==> src/rtl/dfc_pkg.sv <==
package dfc_pkg;

   localparam int DEST_W = 16;
   localparam int NARROW_W = 8;
   localparam int WORD_W = 32;
   localparam int HALF_W = 16;

   typedef enum logic [1:0] {
      TT_ID8  = 2'b00,
      TT_ID16 = 2'b01,
      TT_RSV2 = 2'b10,
      TT_RSV3 = 2'b11
   } tt_e;

   typedef struct packed {
      tt_e               tt;
      logic [DEST_W-1:0] id;
   } flow_ent_t;

   localparam int ENT_W = $bits(flow_ent_t);

   // Decide whether an incoming event addresses a table entry.
   function automatic logic ent_match(flow_ent_t e, logic wide, logic [DEST_W-1:0] dest);
      logic hit;
      case (e.tt)
         TT_ID8:  hit = !wide && (e.id[NARROW_W-1:0] == dest[NARROW_W-1:0]);
         TT_ID16: hit = wide && (e.id == dest);
         default: hit = 1'b0;
      endcase
      return hit;
   endfunction

   function automatic flow_ent_t word_to_ent(logic [WORD_W-1:0] w);
      flow_ent_t e;
      e.tt = tt_e'(w[DEST_W +: 2]);
      e.id = w[DEST_W-1:0];
      return e;
   endfunction

   function automatic logic [WORD_W-1:0] ent_to_word(flow_ent_t e);
      return {{(WORD_W-ENT_W){1'b0}}, e};
   endfunction

endpackage

==> src/rtl/dfc_sat_cnt.sv <==
module dfc_sat_cnt #(
   parameter int W = 4
) (
   input  logic         clk,
   input  logic         rst_n,
   input  logic         clr,
   input  logic         up,
   input  logic         dn,
   output logic [W-1:0] cnt
);
   localparam logic [W-1:0] TOP = {W{1'b1}};

   generate
      if (W == 1) begin : g_flag
         // One-bit variant: a set/reset flag.
         always_ff @(posedge clk) begin
            if (!rst_n || clr) cnt <= 1'b0;
            else if (up)       cnt <= 1'b1;
            else if (dn)       cnt <= 1'b0;
         end
      end else begin : g_count
         always_ff @(posedge clk) begin
            if (!rst_n || clr)            cnt <= '0;
            else if (up && cnt != TOP)    cnt <= cnt + 1'b1;
            else if (dn && cnt != '0)     cnt <= cnt - 1'b1;
         end
      end
   endgenerate

endmodule

==> src/rtl/dfc_flow_entry.sv <==
module dfc_flow_entry
   import dfc_pkg::*;
#(
   parameter int CNT_W = 4
) (
   input  logic              clk,
   input  logic              rst_n,
   input  logic              wr_en,
   input  flow_ent_t         wr_ent,
   input  logic              ev_valid,
   input  logic              ev_xoff,
   input  logic              ev_wide,
   input  logic [DEST_W-1:0] ev_dest,
   output flow_ent_t         ent_q,
   output logic [CNT_W-1:0]  cnt_q,
   output logic              xoff_on
);
   logic hit;

   always_ff @(posedge clk) begin
      if (!rst_n)     ent_q <= '0;
      else if (wr_en) ent_q <= wr_ent;
   end

   // Matching uses the stored contents, i.e. those before any write this cycle.
   assign hit = ev_valid && ent_match(ent_q, ev_wide, ev_dest);

   dfc_sat_cnt #(.W(CNT_W)) u_cnt (
      .clk   (clk),
      .rst_n (rst_n),
      .clr   (wr_en),
      .up    (hit && ev_xoff),
      .dn    (hit && !ev_xoff),
      .cnt   (cnt_q)
   );

   assign xoff_on = |cnt_q;

endmodule

==> src/rtl/dfc_mask_bank.sv <==
module dfc_mask_bank #(
   parameter int N_FLOWS = 16,
   parameter int N_SRC   = 4
) (
   input  logic                            clk,
   input  logic                            rst_n,
   input  logic [N_SRC-1:0]                wr_en,
   input  logic [N_SRC-1:0][N_FLOWS-1:0]   wr_mask,
   input  logic [N_FLOWS-1:0]              xoff_vec,
   output logic [N_SRC-1:0][N_FLOWS-1:0]   mask_q,
   output logic [N_SRC-1:0]                stall
);
   generate
      for (genvar s = 0; s < N_SRC; s++) begin : g_src
         always_ff @(posedge clk) begin
            if (!rst_n)        mask_q[s] <= {N_FLOWS{1'b1}};
            else if (wr_en[s]) mask_q[s] <= wr_mask[s];
         end
         assign stall[s] = |(xoff_vec & mask_q[s]);
      end
   endgenerate

endmodule

==> src/rtl/dfc_arbiter.sv <==
module dfc_arbiter
   import dfc_pkg::*;
#(
   parameter int N_FLOWS  = 16,
   parameter int N_LSU    = 4,
   parameter int N_TXQ    = 16,
   parameter int CNT_W    = 4,
   parameter int ADDR_W   = 6,
   parameter int LSU_BASE = 16,
   parameter int TXQ_BASE = 32
) (
   input  logic               clk,
   input  logic               rst_n,
   input  logic               cfg_wr,
   input  logic [ADDR_W-1:0]  cfg_addr,
   input  logic [31:0]        cfg_wdata,
   output logic [31:0]        cfg_rdata,
   input  logic               ev_valid,
   input  logic               ev_xoff,
   input  logic               ev_wide,
   input  logic [15:0]        ev_dest,
   output logic [N_FLOWS-1:0] xoff_vec,
   output logic [N_LSU-1:0]   lsu_stall,
   output logic [N_TXQ-1:0]   txq_stall
);
   localparam int ENT_BASE = 0;
   localparam int N_PAIR   = N_TXQ / 2;
   localparam int ADDR_SPAN = 1 << ADDR_W;

   // Elaboration-time parameter checks
   if (N_FLOWS < 1 || N_FLOWS > HALF_W) begin : g_bad_flows
      $error("dfc_arbiter: N_FLOWS must be 1..16");
   end
   if (N_LSU < 1) begin : g_bad_lsu
      $error("dfc_arbiter: N_LSU must be at least 1");
   end
   if (N_TXQ < 2 || (N_TXQ % 2) != 0) begin : g_bad_txq
      $error("dfc_arbiter: N_TXQ must be even and at least 2");
   end
   if (CNT_W < 1) begin : g_bad_cnt
      $error("dfc_arbiter: CNT_W must be at least 1");
   end
   if (LSU_BASE < ENT_BASE + N_FLOWS || TXQ_BASE < LSU_BASE + N_LSU) begin : g_bad_map
      $error("dfc_arbiter: register regions overlap");
   end
   if (TXQ_BASE + N_PAIR > ADDR_SPAN) begin : g_bad_addr
      $error("dfc_arbiter: ADDR_W too small for register map");
   end

   flow_ent_t                         wr_ent;
   flow_ent_t [N_FLOWS-1:0]           ent_all;
   logic [N_FLOWS-1:0][CNT_W-1:0]     cnt_all;
   logic [N_FLOWS-1:0]                ent_wr;
   logic [N_LSU-1:0]                  lsu_wr;
   logic [N_LSU-1:0][N_FLOWS-1:0]     lsu_wdata;
   logic [N_LSU-1:0][N_FLOWS-1:0]     lsu_mask_all;
   logic [N_TXQ-1:0]                  txq_wr;
   logic [N_TXQ-1:0][N_FLOWS-1:0]     txq_wdata;
   logic [N_TXQ-1:0][N_FLOWS-1:0]     txq_mask_all;

   assign wr_ent = word_to_ent(cfg_wdata);

   // Flow table
   generate
      for (genvar i = 0; i < N_FLOWS; i++) begin : g_flow
         localparam logic [ADDR_W-1:0] A = ADDR_W'(ENT_BASE + i);
         assign ent_wr[i] = cfg_wr && (cfg_addr == A);
         dfc_flow_entry #(.CNT_W(CNT_W)) u_ent (
            .clk      (clk),
            .rst_n    (rst_n),
            .wr_en    (ent_wr[i]),
            .wr_ent   (wr_ent),
            .ev_valid (ev_valid),
            .ev_xoff  (ev_xoff),
            .ev_wide  (ev_wide),
            .ev_dest  (ev_dest),
            .ent_q    (ent_all[i]),
            .cnt_q    (cnt_all[i]),
            .xoff_on  (xoff_vec[i])
         );
      end
   endgenerate

   // Load/store unit masks: one per register, low half
   generate
      for (genvar j = 0; j < N_LSU; j++) begin : g_lsu_dec
         localparam logic [ADDR_W-1:0] A = ADDR_W'(LSU_BASE + j);
         assign lsu_wr[j]    = cfg_wr && (cfg_addr == A);
         assign lsu_wdata[j] = cfg_wdata[N_FLOWS-1:0];
      end
   endgenerate

   // Transmit queue masks: two per register, odd queue low, even queue high
   generate
      for (genvar k = 0; k < N_PAIR; k++) begin : g_txq_dec
         localparam logic [ADDR_W-1:0] A = ADDR_W'(TXQ_BASE + k);
         logic sel;
         assign sel                = cfg_wr && (cfg_addr == A);
         assign txq_wr[2*k]        = sel;
         assign txq_wr[2*k+1]      = sel;
         assign txq_wdata[2*k+1]   = cfg_wdata[N_FLOWS-1:0];
         assign txq_wdata[2*k]     = cfg_wdata[HALF_W +: N_FLOWS];
      end
   endgenerate

   dfc_mask_bank #(.N_FLOWS(N_FLOWS), .N_SRC(N_LSU)) u_lsu_masks (
      .clk      (clk),
      .rst_n    (rst_n),
      .wr_en    (lsu_wr),
      .wr_mask  (lsu_wdata),
      .xoff_vec (xoff_vec),
      .mask_q   (lsu_mask_all),
      .stall    (lsu_stall)
   );

   dfc_mask_bank #(.N_FLOWS(N_FLOWS), .N_SRC(N_TXQ)) u_txq_masks (
      .clk      (clk),
      .rst_n    (rst_n),
      .wr_en    (txq_wr),
      .wr_mask  (txq_wdata),
      .xoff_vec (xoff_vec),
      .mask_q   (txq_mask_all),
      .stall    (txq_stall)
   );

   // Read mux
   always_comb begin
      cfg_rdata = '0;
      for (int i = 0; i < N_FLOWS; i++) begin
         if (cfg_addr == ADDR_W'(ENT_BASE + i)) cfg_rdata = ent_to_word(ent_all[i]);
      end
      for (int j = 0; j < N_LSU; j++) begin
         if (cfg_addr == ADDR_W'(LSU_BASE + j)) cfg_rdata = WORD_W'(lsu_mask_all[j]);
      end
      for (int k = 0; k < N_PAIR; k++) begin
         if (cfg_addr == ADDR_W'(TXQ_BASE + k))
            cfg_rdata = WORD_W'(txq_mask_all[2*k+1]) | (WORD_W'(txq_mask_all[2*k]) << HALF_W);
      end
   end

endmodule

==> config.mk <==
export PLATFORM = sky130hd
export DESIGN_NAME = dfc_arbiter
export DESIGN_NICKNAME = d
export VERILOG_FILES = /design/src/rtl/dfc_pkg.sv /design/src/rtl/dfc_sat_cnt.sv /design/src/rtl/dfc_flow_entry.sv /design/src/rtl/dfc_mask_bank.sv /design/src/rtl/dfc_arbiter.sv
export SDC_FILE = /design/constraint.sdc
export NUM_CORES = 2
export LEC_CHECK = 0
export ABC_CLOCK_PERIOD_IN_PS = 8850
export CORE_MARGIN = 2
export CORE_UTILIZATION = 35
export CTS_BUF_LIST = sky130_fd_sc_hd__clkbuf_4
export DETAILED_ROUTE_END_ITERATION = 7
export DONT_BUFFER_PORTS = 1
export PLACE_DENSITY_LB_ADDON = 0.25
export REMOVE_ABC_BUFFERS = 1
export SYNTH_ARGS = -nofsm -noshare
export SYNTH_HDL_FRONTEND = slang
export SYNTH_SLANG_ARGS = --single-unit
export TNS_END_PERCENT = 100
==> constraint.sdc <==
create_clock -name clk -period 8.85 [get_ports clk]
set_input_delay 1.3275 -clock clk [delete_from_list [all_inputs] [get_ports clk]]
set_output_delay 1.3275 -clock clk [all_outputs]
set_load 0.1 [all_outputs]
==> summary.txt <==
Run status
  – Outcome: finished, violations left
  – Failing checks: max-slew violations

Setup path
  – Worst EP required: between 7 and 8 ns
  – Setup CP Type: in2out
  – Startpoint Class: input port
  – Critical path fanouts, max: 99
  – CP Capture Type: output pin
  – CP Data Arrival Time: 4.74 ns

Logic synthesis
  – Yosys Warn Count: 0
  – Number of synthesized flops with an enable pin: 0
  – Mean Syn Cell Area: 7.71 µm²
  – Async SR Flop Fraction: 0%
  – Top post-synthesis cells by count: nand2_1 (1361), dfxtp_1 (672), nand3_1 (397)
  – Seq/Total Area, Yosys: a little under two fifths
  – Synth Flop Type: dfxtp_1
  – Cell Area, Synth: between 0.03 and 0.04 mm²
  – Top cell type's share of synthesized area: ~37%
  – Top cells by area, synth: dfxtp_1 (37%), nand2_1 (14%), xnor2_1 (6.1%)
  – Flops & latches, synth: 672
  – Most frequent cell after synthesis: nand2_1
  – Post-synthesis instance total: between 4000 and 5000
  – Synth unique cells: approximately 80
  – Cell taking the most area after synthesis: dfxtp_1

Timing
  – Max Fclk: roughly 0.16 GHz
  – Min Hold Slack: roughly 0.32 ns
  – Final setup violation count: 0
  – Rel. slew slack: -53.1%
  – Clock Skews: 0.0541 ns
  – Period utilization: 68.6%
  – RSZ-0062 raised after global routing: no
  – Slew @ Worst Pin: 2.30 ns
  – Fin crit period: 6.07 ns
  – Max Slew Vio Count: around 230
  – Setup TNS: 0 ns
  – Worst setup margin: between 2 and 3 ns
  – Final Hold Viols: 0

Floorplan
  – Die area: roughly 0.11 mm²
  – Initial core utilization: between 30% and 40%
  – Core Rows: ~120
  – Die Ht: around 330 µm
  – Io pins: roughly 130
  – Core Box Area: approximately 0.10 mm²
  – Die Wd: between 300 and 400 µm

Global route
  – Global-route wire length before repair: ~250000 µm
  – Initial antenna violation count: 4
  – Total gr overflow: 0
  – GRT Total Usage: between 30% and 40%
  – Pin count of the biggest net entering global routing: 625
  – Number of global-route vias before repair: 33700

Hold path
  – Worst Hold Class: in2reg

Route
  – Remaining antenna violation count: 0
  – WL final: roughly 170000 µm
  – Routed WL per cell: between 20 and 30 µm
  – DR pass1 iterations: 7
  – Vias per inst: around 6.1
  – DRC Markers: 0
  – 1st-iter DRT viols: 6064
  – Via count: between 30000 and 40000

Clock tree
  – Post-CTS sizing: 0
  – Postcts setup bufs: 0
  – Quantity of hold-fixing buffers added after cts: 0
  – Clock-pin slew on the worst setup and hold paths: approximately 0.060 ns
  – Worst-Skew Late Latency: between 1 and 1.5 ns
  – Clock sink total: roughly 670
  – CTS root buf: clkbuf_4
  – Total CTS buffers: 181
  – H-tree Lvls: 4
  – Clock tree buffer depth: 3
  – TritonCTS clock tree: built

Power and ir drop
  – Cell leakage power: 14.9 nW
  – Worst VDD drop: around 0.00011 V
  – PD cells: 161 mW/mm²

Layout
  – P&R area growth vs syn: 8.52%
  – Non-filler cells, final: around 6100
  – Final-layout fill cell count: ~11000
  – Layout cells sized above 1: around a tenth
  – Fin nets: approximately 4700
  – Final cell utilization of the core: between 30% and 40%

Run
  – Max Cap Violations: 0

Placed design
  – Pre-CTS WS: about 2.8 ns
  – Post-detail-place hpwl: between 100000 and 150000 µm
  – GPL Wtd Cong: about 1.0
  – Placed Cells: around 5800
  – PortBufs: 0
-- final cells by class --
type,instances,area [µm²],area share [%]
diodes,7,17.5,0.0442
clock buffers,271,2030,5.13
clock inverters,37,221,0.559
inverters,21,78.8,0.199
multi-input cells,3602,21300,53.7
flip-flops and latches,672,13500,33.9
well taps,1380,1730,4.35
repair buffers,96,841,2.12
-- cells by family (layout without fill, tap and decap cells) --
family                   Yosys count  count (layout)  synth area share [%]
other                              0               7                     0
buffers and inverters            463             425                  5.47
AND/OR/NAND/NOR                 2184            2184                  26.3
adder cells (fa/ha/maj)           48              48                  1.97
flip-flops                       672             672                  36.8
AO/OA/AOI/OAI                    975             975                  19.5
multiplexers                      91              91                  2.71
XOR/XNOR                         304             304                  7.29
-- metrics by stage --
| step | total power, mW | instance area (µm²) |
|---|---|---|
| CTS | 6.40 | 39600 |
| global placement | 3.59 | 37400 |
| detailed placement | 3.59 | 37400 |
| global route | 6.58 | 39600 |
| finish | 6.39 | 39700 |
| floorplan | 3.45 | 34600 |
-- flip-flops by register name (all words and copies together), names as in the netlist --
name and flops:
g_flow.u_ent.ent_q 288, g_flow.u_ent.u_cnt.cnt 64, u_lsu_masks.mask_q 64, u_txq_masks.mask_q 256
-- worst paths after layout --
kind                                     startpoint                                         to  slack, ns  cells past startpoint
min                                    cfg_wdata[8]        u_lsu_masks.mask_q[24]$_SDFFE_PN1P_       0.32                      2
max reg2reg  g_flow[3].u_ent.ent_q[15]$_SDFFE_PN0P_  g_flow[3].u_ent.u_cnt.cnt[3]$_SDFFE_PP0P_       5.29                     10
max                                     cfg_addr[0]                               cfg_rdata[9]       2.78                      7
min reg2reg     u_txq_masks.mask_q[68]$_SDFFE_PN1P_        u_txq_masks.mask_q[68]$_SDFFE_PN1P_       0.49                      2
-- worst max-delay path, stage by stage --
cell and delay, ns:
nor2b_2 0.81, buf_4 0.35, and3_1 0.19, a2111oi_0 0.06
and3_1 0.21, nor3_1 0.59, o32a_1 1.05
-- where the power goes --
| part | total [mW] | internal (mW) | switching [mW] |
|---|---|---|---|
| Clock | 2.85 | 1.45 | 1.40 |
| Combinational | 0.481 | 0.166 | 0.314 |
| Sequential | 3.06 | 3.04 | 0.0218 |
-- per-layer routing --
layer,wire length (µm),track usage (%),up-vias
li1,-,-,16300
met1,73700,44.5,18200
met2,71400,44.2,2466
met3,22500,9.34,409
met4,6540,11.8,0
met5,0,0,-
-- cells in the final DEF, fill, tap and decap left out, types with 26 or more instances in the layout --
cell type / n
o22ai_1: 35
mux2i_1: 72
nand2_1: 1361
xor2_1: 48
a22oi_1: 90
clkbuf_4: 271
a22o_1: 86
ha_1: 32
a21boi_0: 289
a221oi_1: 115
nor2_1: 112
nor3_1: 31
and3_1: 41
dfxtp_1: 672
buf_4: 90
xnor2_1: 256
a21oi_1: 112
nand3_1: 397
clkinv_1: 26
o21ai_0: 86
nand4_1: 103
Note: power is estimated with default switching activity, not from simulation.
